## src/rtl/mkw_pkg.sv

```systemverilog
package mkw_pkg;

  localparam int DATA_W = 8;
  localparam int ADDR_W = 2;

  localparam logic [ADDR_W-1:0] OFS_CTRL   = 2'd0;
  localparam logic [ADDR_W-1:0] OFS_PERIOD = 2'd1;
  localparam logic [ADDR_W-1:0] OFS_KICK   = 2'd2;
  localparam logic [ADDR_W-1:0] OFS_COUNT  = 2'd3;

  localparam int BIT_EN   = 0;
  localparam int BIT_LOCK = 2;
  localparam int BIT_RSEL = 6;
  localparam int BIT_PSEL = 7;

  localparam logic [DATA_W-1:0] KICK_MAGIC = 8'h6B;

  typedef struct packed {
    logic pin_sel;
    logic rst_sel;
    logic lock;
    logic en;
  } ctrl_t;

  typedef enum logic [1:0] {
    ST_IDLE  = 2'd0,
    ST_COUNT = 2'd1,
    ST_FIRE  = 2'd2,
    ST_HALT  = 2'd3
  } cd_state_e;

  // Next control state for a write: lock is sticky, a locked enable cannot drop.
  function automatic ctrl_t ctrl_update(ctrl_t cur, logic [DATA_W-1:0] wd);
    ctrl_t n;
    n.en      = wd[BIT_EN] | (cur.lock & cur.en);
    n.lock    = cur.lock | wd[BIT_LOCK];
    n.rst_sel = wd[BIT_RSEL];
    n.pin_sel = wd[BIT_PSEL];
    return n;
  endfunction

  // Byte image of the control register for reads.
  function automatic logic [DATA_W-1:0] ctrl_image(ctrl_t c);
    logic [DATA_W-1:0] b;
    b           = '0;
    b[BIT_EN]   = c.en;
    b[BIT_LOCK] = c.lock;
    b[BIT_RSEL] = c.rst_sel;
    b[BIT_PSEL] = c.pin_sel;
    return b;
  endfunction

  // A tick at this count value ends the countdown.
  function automatic logic count_expires(logic [DATA_W-1:0] cnt);
    return cnt <= 8'd1;
  endfunction

  function automatic logic is_kick(logic wr, logic [ADDR_W-1:0] a, logic [DATA_W-1:0] d);
    return wr && (a == OFS_KICK) && (d == KICK_MAGIC);
  endfunction

endpackage

```

## src/rtl/mkw_tick_div.sv

```systemverilog
module mkw_tick_div #(
  parameter int TICK_CYCLES = 50_000_000
) (
  input  logic clk,
  input  logic rst_n,
  input  logic run_i,
  input  logic restart_i,
  output logic tick_o
);
  localparam int PW = (TICK_CYCLES > 1) ? $clog2(TICK_CYCLES) : 1;
  localparam logic [PW-1:0] LAST = PW'(TICK_CYCLES - 1);

  logic [PW-1:0] pre_q;

  assign tick_o = run_i && !restart_i && (pre_q == LAST);

  always_ff @(posedge clk) begin
    if (!rst_n) begin
      pre_q <= '0;
    end else if (!run_i || restart_i || tick_o) begin
      pre_q <= '0;
    end else begin
      pre_q <= pre_q + 1'b1;
    end
  end

  generate
    if (TICK_CYCLES > 1) begin : g_spacing
      AST_TICK_ISOLATED: assert property (@(posedge clk) disable iff (!rst_n)
        tick_o |=> !tick_o);
    end
  endgenerate

endmodule

```

## src/rtl/mkw_regfile.sv

```systemverilog
module mkw_regfile
  import mkw_pkg::*;
#(
  parameter logic [DATA_W-1:0] RESET_PERIOD = 8'd10
) (
  input  logic              clk,
  input  logic              rst_n,
  input  logic              bus_wr,
  input  logic [ADDR_W-1:0] bus_addr,
  input  logic [DATA_W-1:0] bus_wdata,
  input  logic [DATA_W-1:0] count_i,
  output logic [DATA_W-1:0] bus_rdata,
  output ctrl_t             ctrl_o,
  output logic [DATA_W-1:0] period_o,
  output logic              start_o,
  output logic              kick_o
);
  ctrl_t             ctrl_q;
  logic [DATA_W-1:0] period_q;
  logic              wr_ctrl, wr_period;
  ctrl_t             ctrl_n;

  assign wr_ctrl   = bus_wr && (bus_addr == OFS_CTRL);
  assign wr_period = bus_wr && (bus_addr == OFS_PERIOD);
  assign ctrl_n    = ctrl_update(ctrl_q, bus_wdata);
  assign start_o   = wr_ctrl && ctrl_n.en && !ctrl_q.en;
  assign kick_o    = is_kick(bus_wr, bus_addr, bus_wdata);
  assign ctrl_o    = ctrl_q;
  assign period_o  = period_q;

  always_ff @(posedge clk) begin
    if (!rst_n) begin
      ctrl_q   <= '0;
      period_q <= RESET_PERIOD;
    end else begin
      if (wr_ctrl)   ctrl_q   <= ctrl_n;
      if (wr_period) period_q <= bus_wdata;
    end
  end

  always_comb begin
    unique case (bus_addr)
      OFS_CTRL:   bus_rdata = ctrl_image(ctrl_q);
      OFS_PERIOD: bus_rdata = period_q;
      OFS_KICK:   bus_rdata = '0;
      default:    bus_rdata = count_i;
    endcase
  end

  AST_LOCK_STICKY: assert property (@(posedge clk) disable iff (!rst_n)
    ctrl_q.lock |=> ctrl_q.lock);
  AST_LOCKED_EN_HOLDS: assert property (@(posedge clk) disable iff (!rst_n)
    (ctrl_q.lock && ctrl_q.en) |=> ctrl_q.en);
  AST_START_FROM_OFF: assert property (@(posedge clk) disable iff (!rst_n)
    start_o |=> ctrl_q.en);

endmodule

```

## src/rtl/mkw_countdown.sv

```systemverilog
module mkw_countdown
  import mkw_pkg::*;
#(
  parameter int PULSE_CYCLES = 16
) (
  input  logic              clk,
  input  logic              rst_n,
  input  ctrl_t             ctrl_i,
  input  logic [DATA_W-1:0] period_i,
  input  logic              start_i,
  input  logic              kick_i,
  input  logic              tick_i,
  output logic [DATA_W-1:0] count_o,
  output logic              counting_o,
  output logic              reload_o,
  output logic              sys_rst_o,
  output logic              tmo_pin_o
);
  localparam int QW = (PULSE_CYCLES > 1) ? $clog2(PULSE_CYCLES) : 1;
  localparam logic [QW-1:0] PULSE_LAST = QW'(PULSE_CYCLES - 1);

  cd_state_e         st_q;
  logic [DATA_W-1:0] cnt_q;
  logic [QW-1:0]     pcnt_q;
  logic              out_rst_q, out_pin_q;
  logic              kick_take;
  logic              expire_now;

  assign kick_take  = kick_i && ctrl_i.en && (st_q != ST_FIRE);
  assign reload_o   = start_i || kick_take;
  assign expire_now = (st_q == ST_COUNT) && ctrl_i.en && tick_i && count_expires(cnt_q);
  assign counting_o = (st_q == ST_COUNT);
  assign count_o    = cnt_q;
  assign sys_rst_o  = out_rst_q;
  assign tmo_pin_o  = out_pin_q;

  always_ff @(posedge clk) begin
    if (!rst_n) begin
      st_q      <= ST_IDLE;
      cnt_q     <= '0;
      pcnt_q    <= '0;
      out_rst_q <= 1'b0;
      out_pin_q <= 1'b0;
    end else if (start_i) begin
      st_q      <= ST_COUNT;
      cnt_q     <= period_i;
      out_rst_q <= 1'b0;
      out_pin_q <= 1'b0;
    end else if (!ctrl_i.en) begin
      st_q      <= ST_IDLE;
      out_rst_q <= 1'b0;
      out_pin_q <= 1'b0;
    end else if (kick_take) begin
      st_q      <= ST_COUNT;
      cnt_q     <= period_i;
      out_rst_q <= 1'b0;
      out_pin_q <= 1'b0;
    end else begin
      unique case (st_q)
        ST_COUNT: begin
          if (expire_now) begin
            st_q      <= ST_FIRE;
            cnt_q     <= '0;
            pcnt_q    <= PULSE_LAST;
            out_rst_q <= ctrl_i.rst_sel;
            out_pin_q <= ctrl_i.pin_sel;
          end else if (tick_i) begin
            cnt_q <= cnt_q - 1'b1;
          end
        end
        ST_FIRE: begin
          if (pcnt_q == '0) begin
            out_rst_q <= 1'b0;
            out_pin_q <= 1'b0;
            if (out_rst_q) begin
              st_q <= ST_HALT;
            end else begin
              st_q  <= ST_COUNT;
              cnt_q <= period_i;
            end
          end else begin
            pcnt_q <= pcnt_q - 1'b1;
          end
        end
        default: ;
      endcase
    end
  end

  AST_OUT_OFF_WHEN_DISABLED: assert property (@(posedge clk) disable iff (!rst_n)
    (!ctrl_i.en && !start_i) |=> (!sys_rst_o && !tmo_pin_o));
  AST_CNT_NEVER_RISES: assert property (@(posedge clk) disable iff (!rst_n)
    (ctrl_i.en && !reload_o && st_q != ST_FIRE) |=> (cnt_q <= $past(cnt_q)));
  AST_EXPIRY_ON_TICK: assert property (@(posedge clk) disable iff (!rst_n)
    ($rose(sys_rst_o) || $rose(tmo_pin_o)) |-> $past(tick_i));
  AST_PULSE_NOT_CUT_BY_KICK: assert property (@(posedge clk) disable iff (!rst_n)
    (st_q == ST_FIRE && pcnt_q != '0 && ctrl_i.en) |=> (st_q == ST_FIRE));
  AST_HALT_HOLDS_ZERO: assert property (@(posedge clk) disable iff (!rst_n)
    (st_q == ST_HALT && !reload_o && ctrl_i.en) |=> (cnt_q == '0));

endmodule

```

## src/rtl/magic_kick_watchdog.sv

```systemverilog
module magic_kick_watchdog
  import mkw_pkg::*;
#(
  parameter int                TICK_CYCLES  = 50_000_000,
  parameter int                PULSE_CYCLES = 16,
  parameter logic [DATA_W-1:0] RESET_PERIOD = 8'd10
) (
  input  logic              clk,
  input  logic              rst_n,
  input  logic              bus_wr,
  input  logic [ADDR_W-1:0] bus_addr,
  input  logic [DATA_W-1:0] bus_wdata,
  output logic [DATA_W-1:0] bus_rdata,
  output logic              sys_rst_o,
  output logic              tmo_pin_o
);
  ctrl_t             ctrl;
  logic [DATA_W-1:0] period;
  logic [DATA_W-1:0] count;
  logic              start_ev, kick_ev, tick_ev, reload_ev, counting;

  mkw_regfile #(.RESET_PERIOD(RESET_PERIOD)) u_regs (
    .clk(clk), .rst_n(rst_n), .bus_wr(bus_wr), .bus_addr(bus_addr),
    .bus_wdata(bus_wdata), .count_i(count), .bus_rdata(bus_rdata),
    .ctrl_o(ctrl), .period_o(period), .start_o(start_ev), .kick_o(kick_ev)
  );

  mkw_tick_div #(.TICK_CYCLES(TICK_CYCLES)) u_tick (
    .clk(clk), .rst_n(rst_n), .run_i(counting), .restart_i(reload_ev),
    .tick_o(tick_ev)
  );

  mkw_countdown #(.PULSE_CYCLES(PULSE_CYCLES)) u_cd (
    .clk(clk), .rst_n(rst_n), .ctrl_i(ctrl), .period_i(period),
    .start_i(start_ev), .kick_i(kick_ev), .tick_i(tick_ev),
    .count_o(count), .counting_o(counting), .reload_o(reload_ev),
    .sys_rst_o(sys_rst_o), .tmo_pin_o(tmo_pin_o)
  );

endmodule

```

## config.mk

```make
export PLATFORM = sky130hd
export DESIGN_NAME = magic_kick_watchdog
export DESIGN_NICKNAME = d
export VERILOG_FILES = /design/src/rtl/mkw_pkg.sv /design/src/rtl/mkw_tick_div.sv /design/src/rtl/mkw_regfile.sv /design/src/rtl/mkw_countdown.sv /design/src/rtl/magic_kick_watchdog.sv
export SDC_FILE = /design/constraint.sdc
export NUM_CORES = 1
export LEC_CHECK = 0
export BUFFER_PORTS_ARGS = -buffer_cell sky130_fd_sc_hd__buf_4
export CORE_UTILIZATION = 64
export DETAILED_ROUTE_END_ITERATION = 16
export PLACE_DENSITY = 0.81
export SYNTH_ARGS = -nofsm -noshare
export SYNTH_HDL_FRONTEND = slang
export SYNTH_SLANG_ARGS = --single-unit
```

## constraint.sdc

```tcl
create_clock -name clk -period 5.65 [get_ports clk]
set_input_delay 0.8475 -clock clk [delete_from_list [all_inputs] [get_ports clk]]
set_output_delay 0.8475 -clock clk [all_outputs]
set_load 0.02 [all_outputs]
```

==> metrics, run 1 <==
outcome finished, final reports clean; setup violators final 0; core area 4350 sq um; fillers 346; Clock transition at path regs approximately 90 ps; yosys warns 0; post-synthesis instance total 344; VDD IR max 0.000146 V; post-route cell area 3140 sq um; post-detailed-route count of antenna-violating nets 0; Logic pwr share 0.102; CP arrival 1780 ps; placed inst area 3060 sq um; sw frac 0.253; IO Port Bufs 22; final period utilization 0.464; cts bufs inserted 5; post-CTS setup buffers 0; Post-synth EDFFs 0; via count 2565; largest net degree at the start of global routing 27; Via density 6.26; ys flop type dfxtp_1; power per standard cell area 214 nW/um^2; Min Hold Slack around 460 ps; Leakage 1.17 nW; die width 69.4 um; vias in the first global route 2420; post-CTS sizing 0; Detailed Route Iter0 Violations 144; Core Rows 24; CTS tree done; # diodes 0; clk_skew roughly 7.9 ps; max-cap violations 0; CTS Sinks 54; GR Util All Layers 0.268; first-pass GRT wire length 10600 um; Setup CP Type primary input to primary output; crit path time final 2620 ps; starting density of the core 0.667; post-synthesis async set-or-reset flop share 0; Worst-Margin Slew 982 ps; Residual DRC 0; Clock Tree Buf Depth 2; crit path capture type primary output; Post-CTS Hold Buffers 0; Seq pwr share 0.585; Max H-tree Level 2; Critical Path Source Type primary input; layout cells sized above 1 0.115; fmax 381 MHz; area grow syn2layout 8.23%; setup TNS 0 ps; worst hold-check path type flop to flop; Slew Limit Fails 0; Final nets 377; drt wl/cell 15.0 um; Hold Fails Final Rpt 0; Slew headroom 0.343; Die Footprint 4810 sq um; WP data required 4800 ps; Chip Height 69.4 um; sw power about 0.00017 W; Synth Area per Inst 8.44 sq um; Seq/Total Area, Yosys 0.372; grt total ovfl 0; power share of the clock group 0.313; post-synthesis register bit count 54; crit path max fanout 13; DP HPWL roughly 4500 um; root buf cell clkbuf_8; Routed WL 6160 um; synth unique cells 57; drt pass-1 iters 5; Clock Latency Late Sink 310 ps; antenna violations before repair 0; Synth Net Count 363; RSZ-0062 raised after global routing no; RePlAce Congestion 0.938; Synth Cell Area 2900 sq um; I/O pin cnt 23; Internal 0.000502 W
cells in the mapped netlist, drive strengths merged, types with 2 or more instances:
| cell | n | area share |
|---|---|---|
| dfxtp | 54 | 0.37 |
| nor2 | 48 | 0.062 |
| nand2 | 32 | 0.041 |
| inv | 15 | 0.019 |
| mux2i | 15 | 0.052 |
| a21oi | 14 | 0.024 |
| o21ai | 14 | 0.024 |
| xor2 | 13 | 0.039 |
| clkbuf | 12 | 0.019 |
| nand3 | 12 | 0.021 |
| xnor2 | 10 | 0.030 |
| nor3 | 9 | 0.016 |
| nand4 | 8 | 0.017 |
| ha | 6 | 0.026 |
| nand4b | 5 | 0.015 |
| nor4 | 5 | 0.011 |
| a22o | 4 | 0.012 |
| a22oi | 4 | 0.010 |
| and3 | 4 | 0.0090 |
| and4 | 4 | 0.012 |
| mux2 | 4 | 0.016 |
| nand4bb | 4 | 0.016 |
| nor2b | 4 | 0.0086 |
| buf | 3 | 0.0069 |
| nor3b | 3 | 0.0078 |
| o22ai | 3 | 0.0065 |
| o31a | 3 | 0.0090 |
| a31oi | 2 | 0.0043 |
| a32oi | 2 | 0.0060 |
| and2 | 2 | 0.0047 |
| and4bb | 2 | 0.0086 |
| nor4bb | 2 | 0.0069 |
| o211a | 2 | 0.0069 |
| o221ai | 2 | 0.0060 |
| o31ai | 2 | 0.0052 |
| or3 | 2 | 0.0043 |
| or4 | 2 | 0.0065 |
worst max-delay path, cell delays in order:
cell	delay (ps)
buf_4	180
mux2_2	370
a22o_1	210
buf_4	160
final cells by class:
class	count	area, sq um	share of cell area
clock buffers	5	68.8	0.0219
flip-flops and latches	54	1080	0.344
clock inverters	2	15.0	0.00478
well taps	52	65.1	0.0207
repair buffers	22	165	0.0525
multi-input cells	260	1690	0.538
inverters	15	56.3	0.0179
stage by stage:
step / power (W) / utilization / worst slack, ps / cells
final: 0.000672 / 0.722 / 3030 / 410
after global routing: 0.000697 / 0.722 / 2870 / 410
after CTS: 0.000677 / 0.722 / 3050 / 410
after detailed placement: 0.000470 / 0.703 / 2800 / 403
after global placement: 0.000469 / 0.703 / 2820 / 403
after floorplan: 0.000448 / - / 2990 / 344
registers in the layout (all words and copies together) (netlist names):
name,count
u_cd.count_o,8
u_tick.pre_q,26
u_cd.sys_rst_o,1
u_cd.st_q,2
u_regs.ctrl_o,4
u_cd.pcnt_q,4
u_cd.tmo_pin_o,1
u_regs.period_o,8
power groups by stage:
| stage | clock network, W | logic [W] | registers [W] |
|---|---|---|---|
| floorplan | 0 | 0.0000491 | 0.000399 |
| global placement | 0 | 0.0000668 | 0.000402 |
| detailed placement | 0 | 0.0000680 | 0.000402 |
| CTS | 0.000215 | 0.0000683 | 0.000393 |
| global route | 0.000227 | 0.0000753 | 0.000394 |
| finish | 0.000210 | 0.0000688 | 0.000394 |
routing by layer:
layer	up-vias	routed length (um)	part of all wire	track usage
met3	12	306	0.050	0.0654
li1	1262	-	-	-
met4	0	98	0.016	0.0907
met5	-	0	0	0
met2	72	2930	0.48	0.455
met1	1219	2820	0.46	0.331
worst paths after layout:
kind	start	endpoint	slack [ps]	cells past startpoint
min	u_tick.pre_q[0]	u_tick.pre_q[0]	460	1
min reg2reg	u_tick.pre_q[0]	u_tick.pre_q[0]	460	1
max reg2reg	u_cd.st_q[0]	u_cd.count_o[2]	3100	7
max	bus_addr[1]	bus_rdata[2]	3030	4
kinds of logic (layout without fill, tap and decap cells):
logic type,count (synthesis),after routing,synth area share
compound gates,60,60,0.141
flops,54,54,0.372
xor+xnor,23,23,0.0694
fa+ha+maj,6,6,0.0259
mux,19,19,0.0672
simple gates,152,152,0.279
buf+inv,30,44,0.0452
cells in the final DEF (no fill, tap or decap), types with 9 or more instances in the layout:
master and instances:
a21oi_1 14, dfxtp_1 54, nor3_1 9, buf_4 22, nand3_1 12, mux2i_1 15, inv_1 15, nand2_1 32
xnor2_1 10, o21ai_0 13, nor2_1 48, xor2_1 13
(Power assumes the default switching activity.)
==> run 2, diff against run 1 <==
Settings changed: CORE_UTILIZATION 64 to 54, PLACE_DENSITY 0.81 to 0.73.
Clock period 5.65 ns to 2.2 ns, I/O delays scaled along.
==> run 2 against run 1 <==
Compared with the run above: first-iteration DRC count fell by 9.0%; critical path type is now flop to flop; critical endpoint is now u_cd.tmo_pin_o; critical path depth increased by 1; largest power group unchanged; utilization down 7.8 points.
==> metrics, run 2 (synthesis results as in run 1) <==
Slew headroom 0.654; Internal 0.00134 W; Min Hold Slack roughly 270 ps; Largest register FFs 26; CTS tree done; commonest non-fill, non-tap cells in the layout 54 x dfxtp_1, 48 x nor2_1, 34 x buf_4; largest net degree at the start of global routing 27; Clock Latency Late Sink approximately 300 ps; via count 2538; cts bufs inserted 5; Setup CP Type flop to flop; final period utilization 0.946; sw power about 0.00042 W; power share of the clock group 0.318; Post-CTS Hold Buffers 0; largest register by flop count u_tick.pre_q; # diodes 0; Crit-path slowest cell or4_4; layout cells sized above 1 0.153; Detailed Route Iter0 Violations between 100 and 150; placed insts 433; RePlAce Congestion 0.910; RSZ-0062 raised after global routing no; antenna violations before repair 0; core area 5140 sq um; Clock Tree Buf Depth 2; post-route cell area 3310 sq um; sw frac 0.240; crit path time final 2080 ps; die width roughly 75 um; fmax 480 MHz; Chip Height 75.3 um; outcome finished, final reports clean; DP HPWL ~4700 um; drt pass-1 iters 5; commonest non-fill, non-tap cell in the layout dfxtp_1; Top delay family on crit path simple AND/OR/NAND/NOR gates; Core Rows 26; crit path max fanout 7; Critical Path Source Type flop; crit path capture type flop; setup TNS 0 ps; Worst-Margin Slew 518 ps; Slew Limit Fails 0; IO Port Bufs 22; Hold Fails Final Rpt 0; starting density of the core 0.565; critical path cell sequence or4_4 > or4_1 > o32ai_2 > and2b_1 > o22ai_1; Die Footprint 5680 sq um; Seq pwr share 0.574; drt wl/cell between 10 and 15 um; Routed WL around 6400 um; I/O pin cnt 23; clk_skew 5.77 ps; Max H-tree Level 2; CP arrival 2270 ps; placed inst area approximately 3200 sq um; Worst path max stage delay 500 ps; final std cells w/o fill roughly 440; grt total ovfl 0; worst path buffer plus inverter count 0; Final nets 390; CTS Sinks 54; max-cap violations 0; worst hold-check path type primary input to flop; GR Util All Layers 0.236; area grow syn2layout 14.0%; DP Worst Slack 133 ps; Residual DRC 0; post-detailed-route count of antenna-violating nets 0; Leakage roughly 1.3 nW; Via density about 5.7; Clock transition at path regs 90 ps; vias in the first global route 2169; Logic pwr share 0.109; setup violators final 0; first-pass GRT wire length 10200 um; WP data required ~2400 ps; VDD IR max 0.000432 V; power per standard cell area 531 nW/um^2; root buf cell clkbuf_8; fin worst setup slack between 100 and 150 ps
==> run 2: path summary, 6_finish.rpt <==
check                       endpoint            start  cells past startpoint  slack [ps]
setup / recovery      u_cd.tmo_pin_o  u_cd.count_o[5]                      5         120
hold / removal    u_regs.period_o[3]     bus_wdata[3]                      3         270
setup reg to reg      u_cd.tmo_pin_o  u_cd.count_o[5]                      5         120
hold reg to reg      u_tick.pre_q[0]  u_tick.pre_q[0]                      1         450
==> run 2: final cells by class <==
type / count / area (sq um)
fill: 473 / 1830
multi-input combinational: 260 / 1720
sequential: 54 / 1080
timing repair buffer: 35 / 275
tap: 70 / 87.6
clock buffer: 7 / 86.3
inverter: 15 / 56.3
clock inverter: 1 / 5.00
==> run 2: what timing repair did <==
action / 4_1_cts / 5_1_grt
buffers inserted: 0 / 1
resized for setup: 0 / 4
setup endpoints to repair: 0 / 6
==> run 2: power groups by stage <==
stage,Combinational (W),Sequential (W),Clock (W)
2_1_floorplan,0.000126,0.00102,0
3_3_place_gp,0.000188,0.00103,0
3_5_place_dp,0.000187,0.00103,0
4_1_cts,0.000188,0.00101,0.000570
5_1_grt,0.000209,0.00101,0.000616
6_report,0.000191,0.00101,0.000558
==> run 2: through the flow <==
step / total power, W / util
2_1_floorplan: 0.00115 / -
3_3_place_gp: 0.00122 / 0.620
3_5_place_dp: 0.00122 / 0.620
4_1_cts: 0.00176 / 0.637
5_1_grt: 0.00183 / 0.644
6_report: 0.00176 / 0.644
==> run 2: tightest hold or removal path: cells and delay by family <==
kind | cells | cell delay (ps)
buffers and inverters | 1 | 90
and+or+nand+nor | 1 | 60
muxes | 1 | 60
==> run 2: routing by layer <==
| metal | GRT usage | share of wire | wire [um] | up-vias |
|---|---|---|---|---|
| li1 | - | - | - | 1291 |
| met1 | 0.350 | 0.50 | 3220 | 1183 |
| met2 | 0.352 | 0.45 | 2890 | 57 |
| met3 | 0.0463 | 0.042 | 269 | 7 |
| met4 | 0.0597 | 0.0093 | 60 | 0 |
| met5 | 0 | 0 | 0 | - |
